[src/rtl/irq_chain_pkg.sv]
package irq_chain_pkg;

    typedef enum logic [1:0] {
        ST_IDLE  = 2'd0,
        ST_FWD   = 2'd1,
        ST_DRIVE = 2'd2,
        ST_ACK   = 2'd3
    } node_st_e;

    typedef struct packed {
        node_st_e st;
        logic     pend;
    } node_regs_t;

endpackage

[src/rtl/irq_sync.sv]
module irq_sync #(
    parameter int              W       = 1,
    parameter logic [W-1:0]    RST_VAL = '0
) (
    input  logic         clk,
    input  logic         rst_n,
    input  logic [W-1:0] async_i,
    output logic [W-1:0] sync_o
);
    logic [W-1:0] meta_q;
    logic [W-1:0] sync_q;

    always_ff @(posedge clk or negedge rst_n) begin
        if (!rst_n) begin
            meta_q <= RST_VAL;
            sync_q <= RST_VAL;
        end else begin
            meta_q <= async_i;
            sync_q <= meta_q;
        end
    end

    assign sync_o = sync_q;
endmodule

[src/rtl/irq_level_drv.sv]
module irq_level_drv #(
    parameter int NLVL = 7,
    parameter int LW   = 3
) (
    input  logic            en,
    input  logic [LW-1:0]   level,
    output logic [NLVL-1:0] pull
);
    for (genvar k = 0; k < NLVL; k++) begin : g_line
        localparam logic [LW-1:0] CODE = LW'(k + 1);
        assign pull[k] = en && (level == CODE);
    end
endmodule

[src/rtl/irq_status_fmt.sv]
module irq_status_fmt #(
    parameter int SW = 16,
    parameter int DW = 32
) (
    input  logic          drive,
    input  logic [7:0]    laddr,
    input  logic [7:0]    cause,
    input  logic [DW-17:0] dev,
    output logic [DW-1:0] data,
    output logic [DW-1:0] oe
);
    logic [DW-1:0] full;
    assign full = {dev, cause, laddr};

    for (genvar i = 0; i < DW; i++) begin : g_bit
        localparam logic LIVE = (i < SW);
        assign oe[i]   = drive & LIVE;
        assign data[i] = drive & LIVE & full[i];
    end
endmodule

[src/rtl/irq_chain_node.sv]
module irq_chain_node
    import irq_chain_pkg::*;
#(
    parameter int SW   = 16,
    parameter int NLVL = 7,
    parameter int LW   = 3,
    parameter int DW   = 32
) (
    input  logic            clk,
    input  logic            rst_n,
    input  logic [LW-1:0]   cfg_level,
    input  logic [7:0]      cfg_laddr,
    input  logic [7:0]      cfg_cause,
    input  logic [DW-17:0]  cfg_dev,
    input  logic            raise_req,
    input  logic            iack_n,
    input  logic            iackin_n,
    input  logic [LW-1:0]   lvl_addr,
    output logic [NLVL-1:0] irq_pull,
    output logic            iackout_n,
    output logic            dtack_n,
    output logic [DW-1:0]   data_o,
    output logic [DW-1:0]   data_oe
);
    localparam int             SYW      = LW + 2;
    localparam logic [SYW-1:0] SYNC_RST = {2'b11, {LW{1'b0}}};

    logic [SYW-1:0] sy_raw;
    logic [SYW-1:0] sy_out;
    logic           iack_s;
    logic           iackin_s;
    logic [LW-1:0]  addr_s;

    assign sy_raw = {iack_n, iackin_n, lvl_addr};

    irq_sync #(.W(SYW), .RST_VAL(SYNC_RST)) u_sync (
        .clk     (clk),
        .rst_n   (rst_n),
        .async_i (sy_raw),
        .sync_o  (sy_out)
    );

    assign iack_s   = sy_out[SYW-1];
    assign iackin_s = sy_out[SYW-2];
    assign addr_s   = sy_out[LW-1:0];

    node_regs_t r_d, r_q;
    logic       lvl_ok;
    logic       hit;
    logic       drive;

    always_comb begin
        r_d    = r_q;
        lvl_ok = (cfg_level != '0);
        hit    = !iackin_s && !iack_s && r_q.pend && (addr_s == cfg_level);
        if (raise_req && lvl_ok) begin
            r_d.pend = 1'b1;
        end
        case (r_q.st)
            ST_IDLE: begin
                if (hit) begin
                    r_d.st = ST_DRIVE;
                end else if (!iackin_s) begin
                    r_d.st = ST_FWD;
                end
            end
            ST_FWD: begin
                if (iackin_s) begin
                    r_d.st = ST_IDLE;
                end
            end
            ST_DRIVE, ST_ACK: begin
                if (iack_s) begin
                    r_d.st   = ST_IDLE;
                    r_d.pend = raise_req && lvl_ok;
                end else begin
                    r_d.st = ST_ACK;
                end
            end
            default: r_d.st = ST_IDLE;
        endcase
    end

    always_ff @(posedge clk or negedge rst_n) begin
        if (!rst_n) begin
            r_q.st   <= ST_IDLE;
            r_q.pend <= 1'b0;
        end else begin
            r_q <= r_d;
        end
    end

    assign drive     = (r_q.st == ST_DRIVE) || (r_q.st == ST_ACK);
    assign iackout_n = (r_q.st != ST_FWD);
    assign dtack_n   = (r_q.st != ST_ACK);

    irq_level_drv #(.NLVL(NLVL), .LW(LW)) u_lvl (
        .en    (r_q.pend),
        .level (cfg_level),
        .pull  (irq_pull)
    );

    irq_status_fmt #(.SW(SW), .DW(DW)) u_fmt (
        .drive (drive),
        .laddr (cfg_laddr),
        .cause (cfg_cause),
        .dev   (cfg_dev),
        .data  (data_o),
        .oe    (data_oe)
    );

    AST_REQ_SINGLE: assert property (@(posedge clk) disable iff (!rst_n)
        $onehot0(irq_pull));

    AST_ANS_NEEDS_PEND: assert property (@(posedge clk) disable iff (!rst_n)
        $rose(data_oe[0]) |-> $past(r_q.pend));

    AST_STROBE_AFTER_DATA: assert property (@(posedge clk) disable iff (!rst_n)
        $fell(dtack_n) |-> ($past(data_oe[0]) && data_oe[0]));

    AST_ONE_ROLE: assert property (@(posedge clk) disable iff (!rst_n)
        !(!iackout_n && data_oe[0]));

    AST_FWD_STOP: assert property (@(posedge clk) disable iff (!rst_n)
        (!iackout_n && iackin_s) |=> iackout_n);

    AST_END_RELEASE: assert property (@(posedge clk) disable iff (!rst_n)
        (!dtack_n && iack_s) |=> (dtack_n && (data_oe == '0)));

    AST_UPPER_QUIET: assert property (@(posedge clk) disable iff (!rst_n)
        (SW < DW) |-> (data_oe[DW-1] == 1'b0));
endmodule

[config.mk]
export PLATFORM = sky130hd
export DESIGN_NAME = irq_chain_node
export DESIGN_NICKNAME = d
export VERILOG_FILES = /design/src/rtl/irq_chain_pkg.sv /design/src/rtl/irq_sync.sv /design/src/rtl/irq_level_drv.sv /design/src/rtl/irq_status_fmt.sv /design/src/rtl/irq_chain_node.sv
export SDC_FILE = /design/constraint.sdc
export NUM_CORES = 1
export LEC_CHECK = 0
export ABC_AREA = 1
export ABC_CLOCK_PERIOD_IN_PS = 1200
export BUFFER_PORTS_ARGS = -buffer_cell sky130_fd_sc_hd__clkbuf_2
export CAP_MARGIN = 20
export CORE_ASPECT_RATIO = 0.5
export CORE_MARGIN = 2
export CORE_UTILIZATION = 30
export DETAILED_ROUTE_END_ITERATION = 16
export PLACE_DENSITY = 0.83
export SETUP_SLACK_MARGIN = 0.1
export SLEW_MARGIN = 10
export SYNTH_ARGS = -nofsm -noshare
export SYNTH_HDL_FRONTEND = slang
export SYNTH_SLANG_ARGS = --single-unit
[constraint.sdc]
create_clock -name clk -period 1.2 [get_ports clk]
set_input_delay 0.24 -clock clk [delete_from_list [all_inputs] [get_ports clk]]
set_output_delay 0.24 -clock clk [all_outputs]
set_load 0.05 [all_outputs]
==> flow_summary.toml <==
[floorplan]
initial_core_util_pct = 32.7
die_area_um2 = 3930
row_count = 14
core_area_um2 = 3140
pin_count = 116
die_x_um = 86.7
chipHeight_um = 45.3

[synth]
postSynthCellCount = 144
synth.cell_area_um2 = 1020
synth-seq-cells = 13
yosysTopAreaCell = "buf_4"
yosys-top-cells-count = "49 x buf_4, 38 x nand2_1, 21 x inv_1, 10 x nor2_1, 9 x dfrtp_1"
syn_avg_cell_area_um2 = 7.12
synth_area_leaders = "buf_4 36%, dfrtp_1 22%, nand2_1 14%, dfstp_2 10%, inv_1 7.7%"
synth_top_area_share_pct = 35.9
post-synth-top-count-cell = "buf_4"
ys_async_sr_fraction_pct = 100
synth.distinct_cells = 16
ys.flop_type = "dfrtp_1"
synth_seq_area_share_pct = 32.2
synth_edf_count = 0
yosysWarnings = 0

[clocking]
clock_sinks = 13
clk_latency_ns = 0.24
path_clk_slew_ns = 0.06
htreeDepth = 1
cts-root-buf = "clkbuf_8"
cts_tree = "done"
cts_buffers = 3
clock_path_buffers = 2

[grt]
grt_max_degree = 14
antenna_found_initial = 0
grt_pass1_vias = 1031
grt_pass1_wl_um = 5200
globalRoute.totalOverflow = 0
track_usage_pct = 17.8

[cells_and_area]
final_nets = 251
regArea_um2 = 333
multiInputGateArea_um2 = 538
area_growth_pct = 113
n_antenna_cell = 0
drive_gt1_share_pct = 66.2
utilization_pct = 69.7
nFillCells = 197

[pwr]
total_leakage_power_nw = 1.11
p_seq_share_pct = 9.4
power.density_nw_per_um2 = 3020
peakVddDrop_mv = 0.823
net-switching-power_mw = 3.40
p_int_mw = 3.19
p_sw_share_pct = 51.6
combPwrFrac_pct = 84.7
p_clk_share_pct = 5.9

[worst_hold_path]
hold_class = "input port to flip-flop"

[timing]
finalHoldViolations = 0
drv_slew = 0
worst_slack_ns = -0.329
setup_viol = 43
rsz0062_at_grt = "yes"
skew_ns = 0.00507
finalCritPeriodShare_pct = 127
min_period_ns = 1.53
setup_tns_ns = -9.16
max_freq_mhz = 654

[routing]
vias_per_cell = 4.27
detail_route.wl_per_cell_um = 16.0
drcViolationCount = 0
drtAntennaViolNets = 0
detail_route.iter0.violations = 46
drt-total-wl_um = 3940
dr.pass1.iters = 4
vias = 1055

[run]
drv_cap = 0

[worst_setup_path]
cp-end-kind = "output port"
cp.arrival_ns = 1.29
criticalPathCategory = "flip-flop to output port"
cp.required_ns = 0.96
path_max_fanout = 7
worstSetupStartpointType = "flip-flop"

[run_status]
status = "finished with violations"
violations = "setup timing"

[placement]
portBuffers = 67
dp_hpwl_um = 1960
place_congestion = 0.670
power by group through the flow:
stage | Sequential (mW) | Clock (mW) | Combinational [mW]
finish | 0.620 | 0.387 | 5.59
global route | 0.622 | 0.412 | 5.75
CTS | 0.603 | 0.386 | 5.26
detailed placement | 0.563 | 0 | 4.33
global placement | 0.558 | 0 | 4.25
floorplan | 0.550 | 0 | 3.06
flip-flops by register name, summed over array words and instances, names as in the netlist:
| name | cells |
|---|---|
| r_q | 3 |
| u_sync.meta_q | 5 |
| u_sync.sync_o | 5 |
worst paths after layout:
check / start / endpoint / slack [ns] / depth (start not counted)
worst min-delay path: iack_n / u_sync.meta_q[4] / 0.08 / 1
worst max-delay path: r_q[2] / iackout_n / -0.33 / 4
worst max register to register: r_q[2] / r_q[1] / -0.18 / 6
worst min register to register: u_sync.meta_q[1] / u_sync.sync_o[1] / 0.35 / 0
max in group asynchronous: rst_n / u_sync.sync_o[4] / 0.49 / 2
min in group asynchronous: rst_n / r_q[1] / 0.42 / 2
cells in the final DEF, fill, tap and decap left out:
cell type,instances
dlygate4sd3_1,1
or2_1,1
buf_8,19
clkbuf_16,6
dfrtp_2,2
nor2_4,7
nor2_1,3
clkbuf_1,1
a21boi_2,1
clkbuf_2,26
buf_6,4
nand2_4,14
nand2_8,2
dfrtp_1,7
conb_1,32
clkinvlp_4,10
nand3_1,1
buf_16,3
inv_2,7
o21ai_0,1
nor2_2,1
inv_4,4
buf_12,18
dfstp_2,4
clkbuf_8,3
inv_1,4
nand2_1,19
nand2_2,4
buf_4,2
final cells by class:
cell class                 count  share of cell area, %
timing repair buffer          79                   49.3
multi-input combinational     86                   24.6
sequential                    13                   15.2
inverter                      25                   6.47
tap                           40                   2.29
clock buffer                   4                   2.06
critical path: stages (launching register included):
cell and delay, ns:
dfrtp_2 0.47, buf_12 0.19, clkinvlp_4 0.12, nand2_2 0.11, buf_12 0.14
cell families after synthesis:
logic type      after synthesis  synth area share (%)
simple gates                 52                  19.9
flops                        13                  32.2
compound gates                2                  1.59
other cells                   1                 0.366
buf+inv                      76                  45.9
metrics by stage:
step                      total power, mW  hold WS, ns  instance area [um2]  instances  setup slack [ns]
after floorplan                      3.61      -0.0556                 1290        175           -0.0166
after global placement               4.81        0.135                 1590        235           -0.0272
after detailed placement             4.89        0.142                 1590        235           -0.0586
after CTS                            6.25       0.0820                 2080        247            -0.276
after global routing                 6.78       0.0752                 2190        247            -0.356
final                                6.59       0.0775                 2190        247            -0.329
routing by layer:
layer	vias to the layer above	track usage (%)	wire length (um)
met1	496	16.8	1280
met4	0	14.7	196
met3	17	2.93	294
met5	-	0	0
met2	87	35.5	2170
li1	455	-	-
timing repair:
item                       4_1_cts  5_1_grt
hold endpoints to repair         9        0
setup buffers                    4        2
gates resized for setup         72       46
setup endpoints to repair       42       43
hold buffers                     1        0
pin swaps                        6        7
gates cloned                     3        0
No activity file was read; power rests on OpenSTA's default activity.
